===== config.mk =====
export PLATFORM = sky130hd
export DESIGN_NAME = audio_fifo_steer
export DESIGN_NICKNAME = d
export VERILOG_FILES = /design/src/rtl/audio_steer_pkg.sv /design/src/rtl/steer_fifo.sv /design/src/rtl/steer_fsm.sv /design/src/rtl/audio_fifo_steer.sv
export SDC_FILE = /design/constraint.sdc
export NUM_CORES = 1
export LEC_CHECK = 0
export BUFFER_PORTS_ARGS = -buffer_cell sky130_fd_sc_hd__buf_2
export CAP_MARGIN = 10
export CORE_MARGIN = 2
export CORE_UTILIZATION = 60
export CTS_BUF_LIST = sky130_fd_sc_hd__clkbuf_16
export DETAILED_ROUTE_END_ITERATION = 10
export PLACE_DENSITY = 0.78
export SYNTH_ARGS = -nofsm -noshare
export SYNTH_HDL_FRONTEND = slang
export SYNTH_SLANG_ARGS = --single-unit

===== constraint.sdc =====
create_clock -name clk -period 6.1 [get_ports clk]
set_input_delay 0.305 -clock clk [delete_from_list [all_inputs] [get_ports clk]]
set_output_delay 0.305 -clock clk [all_outputs]
set_load 0.02 [all_outputs]

===== src/rtl/audio_steer_pkg.sv =====
package audio_steer_pkg;

    typedef enum logic [1:0] {
        ST_NORMAL  = 2'd0,
        ST_SPEC_TX = 2'd1,
        ST_SPEC_RX = 2'd2,
        ST_SOFTRST = 2'd3
    } steer_state_e;

    // control bit positions
    localparam int CB_EN    = 0;
    localparam int CB_BCLK  = 2;
    localparam int CB_SRST  = 3;
    localparam int CB_SPEC  = 4;
    localparam int CB_SEL   = 5;
    localparam int TXT_LSB  = 8;
    localparam int RXT_LSB  = 12;
    localparam int THR_W    = 4;

    localparam logic [31:0] CTRL_RESET = 32'h0000_7700;
    localparam logic [31:0] CTRL_WMASK = 32'h0000_FF3D;

    localparam logic [1:0] ADDR_CTRL = 2'd0;
    localparam logic [1:0] ADDR_TXP  = 2'd1;
    localparam logic [1:0] ADDR_RXP  = 2'd2;

    typedef enum logic [1:0] {
        RD_NONE = 2'd0,
        RD_TX   = 2'd1,
        RD_RX   = 2'd2
    } rd_src_e;

endpackage


===== src/rtl/steer_fifo.sv =====
module steer_fifo #(
    parameter int WIDTH = 32,
    parameter int DEPTH = 16,
    localparam int PTR_W = $clog2(DEPTH),
    localparam int LVL_W = $clog2(DEPTH + 1)
) (
    input  logic             clk,
    input  logic             rst_n,
    input  logic             clr,
    input  logic             push,
    input  logic             pop,
    input  logic [WIDTH-1:0] wdata,
    output logic [WIDTH-1:0] rdata,
    output logic [LVL_W-1:0] level,
    output logic             full,
    output logic             empty,
    output logic             err
);

    logic [WIDTH-1:0] mem [DEPTH];
    logic [PTR_W-1:0] wr_ptr, rd_ptr;
    logic             do_push, do_pop;

    assign full    = (level == LVL_W'(DEPTH));
    assign empty   = (level == '0);
    assign do_push = push && !full;
    assign do_pop  = pop && !empty;
    assign rdata   = mem[rd_ptr];

    always_ff @(posedge clk) begin
        if (do_push && !clr) begin
            mem[wr_ptr] <= wdata;
        end
    end

    always_ff @(posedge clk or negedge rst_n) begin
        if (!rst_n) begin
            wr_ptr <= '0;
            rd_ptr <= '0;
            level  <= '0;
            err    <= 1'b0;
        end else if (clr) begin
            wr_ptr <= '0;
            rd_ptr <= '0;
            level  <= '0;
            err    <= 1'b0;
        end else begin
            if (do_push) begin
                wr_ptr <= wr_ptr + 1'b1;
            end
            if (do_pop) begin
                rd_ptr <= rd_ptr + 1'b1;
            end
            if (do_push && !do_pop) begin
                level <= level + 1'b1;
            end else if (do_pop && !do_push) begin
                level <= level - 1'b1;
            end
            if ((push && full) || (pop && empty)) begin
                err <= 1'b1;
            end
        end
    end


    drop_full_chk: assert property (@(posedge clk) disable iff (!rst_n)
        (push && full && !pop && !clr) |=> (level == $past(level) && err));


    drop_empty_chk: assert property (@(posedge clk) disable iff (!rst_n)
        (pop && empty && !push && !clr) |=> (level == '0 && err));

endmodule


===== src/rtl/steer_fsm.sv =====
module steer_fsm
    import audio_steer_pkg::*;
(
    input  logic         clk,
    input  logic         rst_n,
    input  logic         srst,
    input  logic         spec,
    input  logic         sel,
    input  logic         host_wr,
    input  logic         host_rd,
    input  logic [1:0]   host_addr,
    output steer_state_e state,
    output logic         tx_host_push,
    output logic         tx_host_pop,
    output logic         rx_host_push,
    output logic         rx_host_pop,
    output rd_src_e      rd_src
);

    steer_state_e state_nx;
    logic wr_tx, wr_rx, rd_tx, rd_rx;

    assign wr_tx = host_wr && (host_addr == ADDR_TXP);
    assign wr_rx = host_wr && (host_addr == ADDR_RXP);
    assign rd_tx = host_rd && (host_addr == ADDR_TXP);
    assign rd_rx = host_rd && (host_addr == ADDR_RXP);

    always_comb begin
        if (srst) begin
            state_nx = ST_SOFTRST;
        end else if (spec) begin
            state_nx = sel ? ST_SPEC_RX : ST_SPEC_TX;
        end else begin
            state_nx = ST_NORMAL;
        end
    end

    always_ff @(posedge clk or negedge rst_n) begin
        if (!rst_n) begin
            state <= ST_NORMAL;
        end else begin
            state <= state_nx;
        end
    end

    always_comb begin
        tx_host_push = 1'b0;
        tx_host_pop  = 1'b0;
        rx_host_push = 1'b0;
        rx_host_pop  = 1'b0;
        rd_src       = RD_NONE;
        unique case (state)
            ST_NORMAL: begin
                tx_host_push = wr_tx;
                rx_host_pop  = rd_rx;
                if (rd_rx) rd_src = RD_RX;
            end
            ST_SPEC_TX: begin
                tx_host_push = wr_tx;
                tx_host_pop  = rd_tx;
                if (rd_tx) rd_src = RD_TX;
            end
            ST_SPEC_RX: begin
                rx_host_push = wr_rx;
                rx_host_pop  = rd_rx;
                if (rd_rx) rd_src = RD_RX;
            end
            ST_SOFTRST: begin
                rd_src = RD_NONE;
            end
        endcase
    end


    one_fifo_chk: assert property (@(posedge clk) disable iff (!rst_n)
        !((tx_host_push || tx_host_pop) && (rx_host_push || rx_host_pop)));


    normal_no_txpop_chk: assert property (@(posedge clk) disable iff (!rst_n)
        (state == ST_NORMAL) |-> !tx_host_pop && !rx_host_push);

endmodule


===== src/rtl/audio_fifo_steer.sv =====
module audio_fifo_steer
    import audio_steer_pkg::*;
#(
    parameter int FIFO_DEPTH = 16,
    localparam int LVL_W = $clog2(FIFO_DEPTH + 1)
) (
    input  logic             clk,
    input  logic             rst_n,
    input  logic             host_wr,
    input  logic             host_rd,
    input  logic [1:0]       host_addr,
    input  logic [31:0]      host_wdata,
    output logic [31:0]      host_rdata,
    input  logic             tx_pop,
    output logic [31:0]      tx_data,
    output logic             tx_empty,
    input  logic             rx_push,
    input  logic [31:0]      rx_data,
    output logic             rx_full,
    output logic [LVL_W-1:0] tx_level,
    output logic [LVL_W-1:0] rx_level,
    output logic             tx_thr_flag,
    output logic             rx_thr_flag,
    output logic             tx_err,
    output logic             rx_err,
    output logic             link_enable,
    output logic             bclk_drive
);

    logic [31:0]  ctrl_q;
    steer_state_e state;
    rd_src_e      rd_src;
    logic         tx_host_push, tx_host_pop, rx_host_push, rx_host_pop;
    logic         fifo_clr, tx_full, rx_empty;
    logic [31:0]  rx_head, rx_push_data;
    logic [THR_W-1:0] tx_thr, rx_thr;

    always_ff @(posedge clk or negedge rst_n) begin
        if (!rst_n) begin
            ctrl_q <= CTRL_RESET;
        end else if (host_wr && host_addr == ADDR_CTRL) begin
            ctrl_q <= host_wdata & CTRL_WMASK;
        end
    end

    assign link_enable = ctrl_q[CB_EN];
    assign bclk_drive  = ctrl_q[CB_BCLK];
    assign tx_thr      = ctrl_q[TXT_LSB +: THR_W];
    assign rx_thr      = ctrl_q[RXT_LSB +: THR_W];

    steer_fsm u_fsm (
        .clk          (clk),
        .rst_n        (rst_n),
        .srst         (ctrl_q[CB_SRST]),
        .spec         (ctrl_q[CB_SPEC]),
        .sel          (ctrl_q[CB_SEL]),
        .host_wr      (host_wr),
        .host_rd      (host_rd),
        .host_addr    (host_addr),
        .state        (state),
        .tx_host_push (tx_host_push),
        .tx_host_pop  (tx_host_pop),
        .rx_host_push (rx_host_push),
        .rx_host_pop  (rx_host_pop),
        .rd_src       (rd_src)
    );

    assign fifo_clr     = (state == ST_SOFTRST);
    assign rx_push_data = rx_push ? rx_data : host_wdata;

    steer_fifo #(.WIDTH(32), .DEPTH(FIFO_DEPTH)) u_tx_fifo (
        .clk   (clk),
        .rst_n (rst_n),
        .clr   (fifo_clr),
        .push  (tx_host_push),
        .pop   (tx_pop || tx_host_pop),
        .wdata (host_wdata),
        .rdata (tx_data),
        .level (tx_level),
        .full  (tx_full),
        .empty (tx_empty),
        .err   (tx_err)
    );

    steer_fifo #(.WIDTH(32), .DEPTH(FIFO_DEPTH)) u_rx_fifo (
        .clk   (clk),
        .rst_n (rst_n),
        .clr   (fifo_clr),
        .push  (rx_push || rx_host_push),
        .pop   (rx_host_pop),
        .wdata (rx_push_data),
        .rdata (rx_head),
        .level (rx_level),
        .full  (rx_full),
        .empty (rx_empty),
        .err   (rx_err)
    );

    assign tx_thr_flag = (32'(tx_level) <= 32'(tx_thr));
    assign rx_thr_flag = (32'(rx_level) >= 32'(rx_thr));

    always_ff @(posedge clk or negedge rst_n) begin
        if (!rst_n) begin
            host_rdata <= '0;
        end else if (host_rd && host_addr == ADDR_CTRL) begin
            host_rdata <= ctrl_q;
        end else if (fifo_clr) begin
            host_rdata <= '0;
        end else if (host_rd) begin
            unique case (rd_src)
                RD_TX:   host_rdata <= tx_empty ? '0 : tx_data;
                RD_RX:   host_rdata <= rx_empty ? '0 : rx_head;
                default: host_rdata <= '0;
            endcase
        end
    end


    srst_clear_chk: assert property (@(posedge clk) disable iff (!rst_n)
        (state == ST_SOFTRST) |=> (tx_level == '0 && rx_level == '0 && !tx_err && !rx_err));


    ctrl_hold_chk: assert property (@(posedge clk) disable iff (!rst_n)
        !(host_wr && host_addr == ADDR_CTRL) |=> $stable(ctrl_q));


    tx_read_zero_chk: assert property (@(posedge clk) disable iff (!rst_n)
        (state == ST_NORMAL && host_rd && host_addr == ADDR_TXP) |=> (host_rdata == '0));


    empty_read_zero_chk: assert property (@(posedge clk) disable iff (!rst_n)
        (host_rd && host_addr == ADDR_RXP && rx_empty) |=> (host_rdata == '0));

endmodule


* Yosys cells after proc, flatten, opt, wreduce, memory -nomap -nowiden
Memory sizes are Yosys's and may differ from the RTL's.
Cells that the tools add are included.
** Storage, ports and cells
- Bits in registers :: 75
- Bits in writable memories :: 1024
- Word-level logic and storage cells :: 119
- Memories kept :: 2
- Bits in latches :: 0
- Input port bits :: 72
- Bits in read-only memories :: 0
- Output and inout port bits :: 82
** Operators by class
- Div/mod/pow operators :: 0
- Multipliers :: 0
- Equal/unequal tests :: 9
- Reduce and logical (&&, ||, !) cells :: 48
- Bitwise operators :: 0
- Shift-type cells :: 0
- Muxes and demuxes :: 39
- Add/subtract/negate cells :: 8
- $lt $le $gt $ge :: 2
** Memories
- u_rx_fifo.mem :: words 16, bits a word 32, read ports 1, clocked after memory_dff 0, wr ports 1, RTL line steer_fifo.sv:20 : logic [WIDTH-1:0] mem [DEPTH];
- u_tx_fifo.mem :: words 16, bits a word 32, read ports 1, clocked after memory_dff 0, wr ports 1, RTL line steer_fifo.sv:20
** Operator list (number)
- 32-bit two-way mux :: 6
- 32-bit one-hot mux with 2 select lines :: 1
- 4-bit two-way mux :: 8
- 5-bit two-way mux :: 6
- 1-bit logical AND :: 20
- 4-bit by 1-bit adder with 4-bit output (second input constant) :: 4
- 1-bit two-way mux :: 13
- 2-bit nonzero test :: 6
- 5-bit by 1-bit adder with 5-bit output (second input constant) :: 2
- 5-bit equality test (second input constant) :: 2
- 5-bit logical NOT :: 2
- 5-bit by 1-bit subtractor with 5-bit output (second input constant) :: 2
- 1-bit logical NOT :: 9
- 3-bit nonzero test :: 3
- 2-bit equality test (second input constant) :: 4
- 2-bit two-way mux :: 4
- 2-bit by 1-bit equality test with 1-bit output (second input constant) :: 3
- 2-bit one-hot mux with 3 select lines :: 1
- 5-bit by 4-bit greater-or-equal comparator with 1-bit output :: 1
- 5-bit by 4-bit <= comparator with 1-bit output :: 1
- 2-bit logical NOT :: 2
- 1-bit logical OR :: 4
- 2-bit OR reduction :: 2

* Longest topological paths before layout
Gate-level depths: netlist of the first run.
- Word-level depth :: 10
- Gate-level depth with buffers :: 11
- Gate-level depth less buffers :: 11

* Modules after synthesis
From an unflattened synthesis of the first run, not the netlist that was laid out.
** Unflattened totals
- Cells, all modules :: 2094
- Area total of the unflattened synthesis :: 43165.1 sq um
** By module, submodules not included
- steer_fifo :: cells an instance 907, times used 2, area an instance 20180.6 sq um
- audio_fifo_steer :: cells an instance 267, times used 1, area an instance 2677.6 sq um
- steer_fsm :: cells an instance 13, times used 1, area an instance 126.4 sq um

* Worst setup path before layout of the first run
OpenSTA, ideal clock, no wires.
- Path kind :: reg-to-reg
- Start :: reg u_rx_fifo.level[1]
- End :: reg u_rx_fifo.level[4]
- Path buffers :: 1
- Stages on the path, launching flop included :: 11
- Clock period less this slack :: 3.184 ns
- Data required time :: 5.972 ns
- Setup time :: 0.128 ns
- Slack :: 2.916 ns
- Arrival time :: 3.057 ns
- Path through :: dfrtp_1 -> or4_1 -> o21a_1 -> buf_2 -> nor3_4 -> inv_1 -> fa_1 -> a21o_1 -> a21oi_1 -> mux2i_1 -> mux2_1
** On the way
- Word-level cells in the longest chain between the ends :: 7
- Elaborated cells on any way between the ends :: 16
- Those cells by class :: 2 x add/sub; 1 x eq/ne; 3 x mux; 10 x reduce/logical
** RTL lines
- start, declared :: RTL line steer_fifo.sv:14 : output logic [LVL_W-1:0] level,
- start signal, assigned :: RTL line steer_fifo.sv:55 : level <= level + 1'b1;
- start signal, assigned :: RTL line steer_fifo.sv:57 : level <= level - 1'b1;
- branches (longest 7 deep; another with 5-bit by 1-bit subtractor with 5-bit output)
Several ways; the timed one is not identified. The select of a mux whose other input is x is not followed.
A chain may end at the register's enable or synchronous reset.

* Final worst setup path of the first run
- Start :: reg u_tx_fifo.rd_ptr[0]
- End :: out tx_data[23]
** On the way
- Word-level cells in the longest chain between the ends :: 1
** RTL lines
- start, declared :: RTL line steer_fifo.sv:21 : logic [PTR_W-1:0] wr_ptr, rd_ptr;
- start signal, assigned :: RTL line steer_fifo.sv:52 : rd_ptr <= rd_ptr + 1'b1;
- memory read 16 x 32 bit
- end, declared :: RTL line audio_fifo_steer.sv:15 : output logic [31:0] tx_data,
No other way between the ends.

==> metrics.md, run 1 <==
| Metric | Value |
|---|---|
| Setup Skew | `0.0206 ns` |
| Die Span Y | `272 microns` |
| CP Launch Type | `register` |
| Worst setup margin | `2.13 ns` |
| P_leak | `0.0158 uW` |
| Detailed-route DRC error count | `0` |
| Fin. Hold Viols | `0` |
| Sequential Power Share | `47.3%` |
| GPL Wtd Cong | `0.894` |
| CTS tree | `done` |
| Net Count, Synth | `2131` |
| Setup TNS | `0 ns` |
| # resized after CTS | `0` |
| Share of layout cells above drive strength 1 | `31.5%` |
| Initial antenna violation count | `6` |
| Clock Path Buffers | `3` |
| Antenna-violating nets left | `0` |
| Ys async rst share | `6.82%` |
| Reg clk slew, reported paths | `0.06 ns` |
| Layout area overhead | `12.4%` |
| Synth top cells by count | `edfxtp_1 (1024), mux4_2 (274), nand2_1 (97)` |
| DP Wirelength | `55700 microns` |
| Post-CTS setup buffers | `0` |
| Dpl ws | `2.57 ns` |
| Worst hold slack | `0.0339 ns` |
| Vias/cell | `6.80` |
| Worst setup EP type | `output pin` |
| Ranking of synthesized cells by area | `edfxtp_1 (71%), mux4_2 (14%), dfrtp_1 (4.0%)` |
| Largest net degree at the start of global routing | `123` |
| Synth unique cells | `53` |
| Synth Register Bits | `1099` |
| Inserted Clock Buffers | `101` |
| Sequential area share after synthesis | `75.8%` |
| Post-Syn Area per Cell | `21.2 sq um` |
| Outcome | `finished clean` |
| Placed cell areas | `0.0450 sq mm` |
| Crit path buf inv count | `2` |
| Int Power | `13800 uW` |
| P_sw | `5090 uW` |
| Filler cells | `4196` |
| Post-layout min period | `3.97 ns` |
| Grt total ovfl | `0` |
| Max Cap Violations | `0` |
| Routed wire length | `105000 microns` |
| Slew @ Worst Pin | `1.19 ns` |
| GRT Total Usage | `28.8%` |
| Final #Nets | `2335` |
| Clock power frac | `34.1%` |
| EDFF count, synth | `1024` |
| Total Power | `18900 uW` |
| Worst slew margin | `20.8%` |
| Slowest cell on the critical path | `dfrtp_4` |
| Worst-Skew Late Latency | `0.67 ns` |
| Critical-path cell list | `buf_12 > mux4_2 > a22oi_1 > nand2_1 > buf_2` |
| H-tree lvl count | `3` |
| Max Slew Vio Count | `0` |
| Cts hold-fix bufs | `4` |
| Required @ worst endpoint | `5.79 ns` |
| Pre-Repair DR Iteration Count | `5` |
| Post-synth top area cell | `edfxtp_1` |
| CTS Root Cell | `clkbuf_16` |
| DIE AREA | `0.0739 sq mm` |
| Cell count after synthesis | `2031` |
| Dominant cell by count in the synthesized netlist | `edfxtp_1` |
| First-pass GRT wire length | `152000 microns` |
| Final worst path period share | `65.0%` |
| Design area | `0.0484 sq mm` |
| Die Wd | `272 microns` |
| Dominant synthesized flop cell | `edfxtp_1` |
| Cell family with most CP delay | `flip-flops` |
| Initial Util | `60.4%` |
| Final setup viols | `0` |
| Via count | `22270` |
| Ys Warns | `0` |
| RSZ-0062 raised after global routing | `false` |
| Power density cells | `390 mW/mm^2` |
| Floorplan row count | `98` |
| Gate power share | `18.6%` |
| Vias in the first global route | `22564` |
| CP peak stage delay | `0.91 ns` |
| Io pins | `154` |
| Per-cell routed wire length | `32.1 microns` |
| Peak supply drop | `0.368 mV` |
| Initial drt markers | `3052` |
| Port bufs | `153` |
| Clock sinks | `1099` |
| Post-Syn Area | `0.0431 sq mm` |
| Worst path arrival time | `3.66 ns` |
| Peak Freq | `252 MHz` |
| Core Region | `0.0712 sq mm` |
| Setup CP Type | `reg2out` |
| Crit path max fanout | `89` |
| Post-synth top area share | `71.4%` |
| Hold Crit Class | `in2reg` |
| Switch share | `27.0%` |
[state kept, by name (all words and copies together) (netlist names)]
| signal | flops |
|---|---|
| u_rx_fifo.mem | 512 |
| u_tx_fifo.mem | 512 |
| host_rdata | 32 |
| ctrl_q | 13 |
| u_rx_fifo.level | 5 |
| u_tx_fifo.level | 5 |
| u_rx_fifo.rd_ptr | 4 |
| u_rx_fifo.wr_ptr | 4 |
| u_tx_fifo.rd_ptr | 4 |
| u_tx_fifo.wr_ptr | 4 |
| u_fsm.state | 2 |
| u_rx_fifo.err | 1 |
| u_tx_fifo.err | 1 |
[power by group through the flow]
stage / combinational (uW) / clock (uW) / sequential (uW)
global placement: 3350 / 0 / 9040
global route: 3700 / 6750 / 8950
floorplan: 2480 / 0 / 8940
CTS: 3500 / 6480 / 8910
detailed placement: 3440 / 0 / 9070
finish: 3510 / 6440 / 8910
[worst paths after layout]
check | start | to | slack (ns) | cells after the start
worst max-delay path | u_tx_fifo.rd_ptr[0]$_DFFE_PN0P_ | tx_data[23] | 2.13 | 5
worst min-delay path | host_wdata[16] | u_tx_fifo.mem[11][16]$_DFFE_PP_ | 0.03 | 1
worst max register to register | u_rx_fifo.level[1]$_DFFE_PN0P_ | u_rx_fifo.level[4]$_DFFE_PN0P_ | 2.54 | 10
worst min register to register | host_rdata[6]$_DFFE_PN0P_ | host_rdata[6]$_DFFE_PN0P_ | 0.48 | 2
max in group asynchronous | rst_n | u_rx_fifo.rd_ptr[0]$_DFFE_PN0P_ | 4.82 | 3
min in group asynchronous | rst_n | u_tx_fifo.wr_ptr[2]$_DFFE_PN0P_ | 0.11 | 2
[layout make-up]
| class | count | area [sq um] | area share [%] |
|---|---|---|---|
| Antenna cell | 2 | 5.00 | 0.0103 |
| Clock buffer | 101 | 2530 | 5.22 |
| Clock inverter | 89 | 860 | 1.78 |
| Inverter | 19 | 71.3 | 0.147 |
| Multi-Input combinational cell | 808 | 9900 | 20.4 |
| Sequential cell | 1099 | 32700 | 67.5 |
| Tap cell | 950 | 1190 | 2.46 |
| Timing Repair Buffer | 206 | 1200 | 2.48 |
[worst reg2reg max path: stages (launching register included)]
cell	delay, ns
dfrtp_1	0.46
or4_1	0.58
o21a_1	0.19
buf_4	0.25
nor3_4	0.33
inv_1	0.22
fa_1	0.46
a21o_1	0.20
a21oi_1	0.19
mux2i_1	0.22
mux2_1	0.33
[per-layer routing]
metal	wire, microns	vias to the layer above	track usage, %
li1	-	8866	-
met1	37800	11650	38.6
met2	52700	1483	47.2
met3	10400	269	5.41
met4	4320	2	12.2
met5	7	-	0
[kinds of logic after synthesis]
family | count (synthesis) | synth area share, %
compound gates | 180 | 2.85
fa+ha+maj | 28 | 0.848
flops | 1099 | 75.8
buf+inv | 124 | 1.36
simple gates | 245 | 2.85
xor+xnor | 16 | 0.325
mux | 339 | 16.0
[stage by stage]
stage               util (%)  cells
floorplan                  -   2031
global placement        63.1   3078
detailed placement      63.1   3078
CTS                     67.9   3272
global route            67.9   3273
finish                  67.9   3274
[placed cells by master, fill, tap and decap left out, types with 15 or more instances in the layout]
master / netlist / layout
mux4_2: 274 / 274
o22ai_1: 22 / 22
mux2i_1: 16 / 16
nor2b_1: 21 / 19
clkinv_1: 1 / 23
nand3_1: 21 / 21
inv_1: 17 / 33
a21oi_1: 28 / 28
a22oi_1: 59 / 59
o21ai_0: 17 / 17
nor2_1: 29 / 26
dfrtp_1: 69 / 64
buf_2: 33 / 152
buf_4: 9 / 48
bufinv_16: 0 / 15
mux2_2: 48 / 48
nand2_1: 97 / 97
ha_1: 26 / 26
a211oi_1: 17 / 17
clkinv_2: 0 / 20
clkbuf_16: 0 / 101
and2_2: 0 / 28
edfxtp_1: 1024 / 1024
Power figures use the tool's default switching activity.
==> run 2, diff against run 1 <==
==> constraint.sdc (replaced) <==
create_clock -name clk -period 3.65 [get_ports clk]
set_input_delay 0.1825 -clock clk [delete_from_list [all_inputs] [get_ports clk]]
set_output_delay 0.1825 -clock clk [all_outputs]
set_load 0.02 [all_outputs]
==> metrics.md, run 2 (synthesis gave the netlist of run 1 again) <==
| Metric | Value |
|---|---|
| Core Region | `0.0712 sq mm` |
| CP peak stage delay | `0.74 ns` |
| Hold Crit Class | `in2reg` |
| Share of layout cells above drive strength 1 | `31.5%` |
| Clock power frac | `33.2%` |
| Per-cell routed wire length | `31.6 microns` |
| Final worst path period share | `91.3%` |
| Critical-path cell list | `buf_12 > buf_12 > mux4_2 > a22oi_1 > nand2_1 > buf_2` |
| Io pins | `154` |
| Fin cells | `3337` |
| Layout area overhead | `14.1%` |
| FF-to-FF setup slack | `0.36 ns` |
| Vias/cell | `6.73` |
| DP Wirelength | `60100 microns` |
| Int Power | `23000 uW` |
| Commonest cells after routing, fill and taps aside | `edfxtp_1 (1024), mux4_2 (274), buf_2 (152)` |
| Grt total ovfl | `0` |
| Power density cells | `640 mW/mm^2` |
| Worst setup EP type | `output pin` |
| Fin. Hold Viols | `0` |
| Placed cell areas | `0.0455 sq mm` |
| Area of the multi-input gates | `0.00990 sq mm` |
| First-pass GRT wire length | `154000 microns` |
| Reg clk slew, reported paths | `0.06 ns` |
| CP Launch Type | `register` |
| RSZ-0062 raised after global routing | `false` |
| P_leak | `0.0161 uW` |
| GPL Wtd Cong | `0.913` |
| Clock sinks | `1099` |
| Hold depth | `4` |
| Floorplan row count | `98` |
| P_sw | `8470 uW` |
| Filler cells | `4090` |
| Pre-Repair DR Iteration Count | `5` |
| Setup CP Type | `reg2out` |
| Dpl ws | `0.403 ns` |
| CTS tree | `done` |
| Sequential Power Share | `47.2%` |
| Largest net degree at the start of global routing | `57` |
| Gate power share | `19.7%` |
| Port bufs | `153` |
| Slew @ Worst Pin | `0.996 ns` |
| CTS Root Cell | `clkbuf_16` |
| Setup Skew | `0.0264 ns` |
| Post-layout min period | `3.33 ns` |
| Final #Nets | `2399` |
| Design area | `0.0491 sq mm` |
| Initial Util | `60.4%` |
| # resized after CTS | `0` |
| Worst slew margin | `33.2%` |
| Worst R2R Path Depth | `9` |
| Inserted Clock Buffers | `102` |
| DIE AREA | `0.0739 sq mm` |
| Hold Path End | `u_tx_fifo.rd_ptr[1]$_DFFE_PN0P_` |
| Via count | `22459` |
| Initial antenna violation count | `10` |
| Largest registers | `u_rx_fifo.mem (512), u_tx_fifo.mem (512), host_rdata (32)` |
| Initial drt markers | `2609` |
| Outcome | `finished clean` |
| Routed wire length | `105000 microns` |
| Setup TNS | `0 ns` |
| Max Cap Violations | `0` |
| Register area | `0.0327 sq mm` |
| Detailed-route DRC error count | `0` |
| GRT Total Usage | `28.9%` |
| FF-to-FF Start | `u_rx_fifo.level[1]$_DFFE_PN0P_` |
| Slowest cell on the critical path | `dfrtp_4` |
| Crit path max fanout | `21` |
| Hold Crit Start | `tx_pop` |
| CP dominant cell by count | `buf_12` |
| Vias in the first global route | `22842` |
| H-tree lvl count | `3` |
| Placed Instances | `3112` |
| Worst setup margin | `0.319 ns` |
| Clock Path Buffers | `3` |
| Peak supply drop | `0.448 mV` |
| Required @ worst endpoint | `3.47 ns` |
| R2R Path End | `u_rx_fifo.level[4]$_DFFE_PN0P_` |
| Most common cell after layout, fill and taps aside | `edfxtp_1` |
| Switch share | `26.9%` |
| Antenna-violating nets left | `0` |
| Max Slew Vio Count | `0` |
| Worst path arrival time | `3.15 ns` |
| Worst-Skew Late Latency | `0.66 ns` |
| Peak Freq | `300 MHz` |
| Die Span Y | `272 microns` |
| Final setup viols | `0` |
| Worst hold slack | `0.0565 ns` |
| Die Wd | `272 microns` |
run 2: cell count changes in the layout (fill, tap and decap cells not counted), sizes merged:
cell         before  now
buf             202  236
dlygate4sd3       4   33
bufinv           15   10
clkbuf          101  105
clkinv           45   48
clkinvlp          9    6
diode             2    4
inv              39   38
run 2: what timing repair did:
item / 4_1_cts / 5_1_grt
hold endpoints to repair: 569 / 0
buffers inserted: 0 / 0
hold buffers: 33 / 0
run 2: worst max-delay path: cells and delay by family, from the launching register on:
family | cells | cell delay, ns
muxes | 1 | 0.51
buffers and inverters | 3 | 0.72
and+or+nand+nor | 1 | 0.24
DFF | 1 | 0.74
AOI/OAI and AO/OA | 1 | 0.23
run 2: area by class of cell:
type	count	area share, %
Sequential cell	1099	66.5
Multi-Input combinational cell	808	20.1
Clock buffer	105	5.35
Timing Repair Buffer	269	4.12
Tap cell	950	2.42
Clock inverter	83	1.33
Inverter	19	0.145
Antenna cell	4	0.0204
run 2: per-stage QoR:
stage / utilization, % / total power, uW
3_3_place_gp: 63.9 / 20900
4_1_cts: 68.9 / 31500
3_5_place_dp: 63.9 / 21100
2_1_floorplan: - / 19100
6_report: 68.9 / 31500
5_1_grt: 68.9 / 32400
run 2: power groups by stage:
stage | Combinational (uW) | Sequential (uW) | Clock (uW)
6_report | 6190 | 14800 | 10400
5_1_grt | 6570 | 14900 | 11000
4_1_cts | 6180 | 14800 | 10500
3_5_place_dp | 6040 | 15100 | 0
3_3_place_gp | 5900 | 15000 | 0
2_1_floorplan | 4140 | 14900 | 0
run 2: worst max path at each step:
stage / start / endpoint / slack, ns
after global placement: u_rx_fifo.level[1]$_DFFE_PN0P_ / u_rx_fifo.level[4]$_DFFE_PN0P_ / 0.47
after detailed placement: u_rx_fifo.level[1]$_DFFE_PN0P_ / u_rx_fifo.level[4]$_DFFE_PN0P_ / 0.40
after global routing: u_tx_fifo.rd_ptr[0]$_DFFE_PN0P_ / tx_data[23] / 0.18
after floorplan: u_rx_fifo.level[1]$_DFFE_PN0P_ / u_rx_fifo.level[4]$_DFFE_PN0P_ / 0.47
final: u_tx_fifo.rd_ptr[0]$_DFFE_PN0P_ / tx_data[26] / 0.32
after CTS: u_tx_fifo.rd_ptr[0]$_DFFE_PN0P_ / tx_data[23] / 0.26
run 2: routing by layer:
layer / part of all wire, % / up-vias / track usage (%) / wire length, microns
met2: 50 / 1492 / 47.8 / 53000
met1: 36 / 11689 / 38.6 / 37700
met5: 0.050 / - / 0 / 53
met3: 9.5 / 265 / 5.24 / 9990
met4: 4.4 / 8 / 11.9 / 4620
li1: - / 9005 / - / -
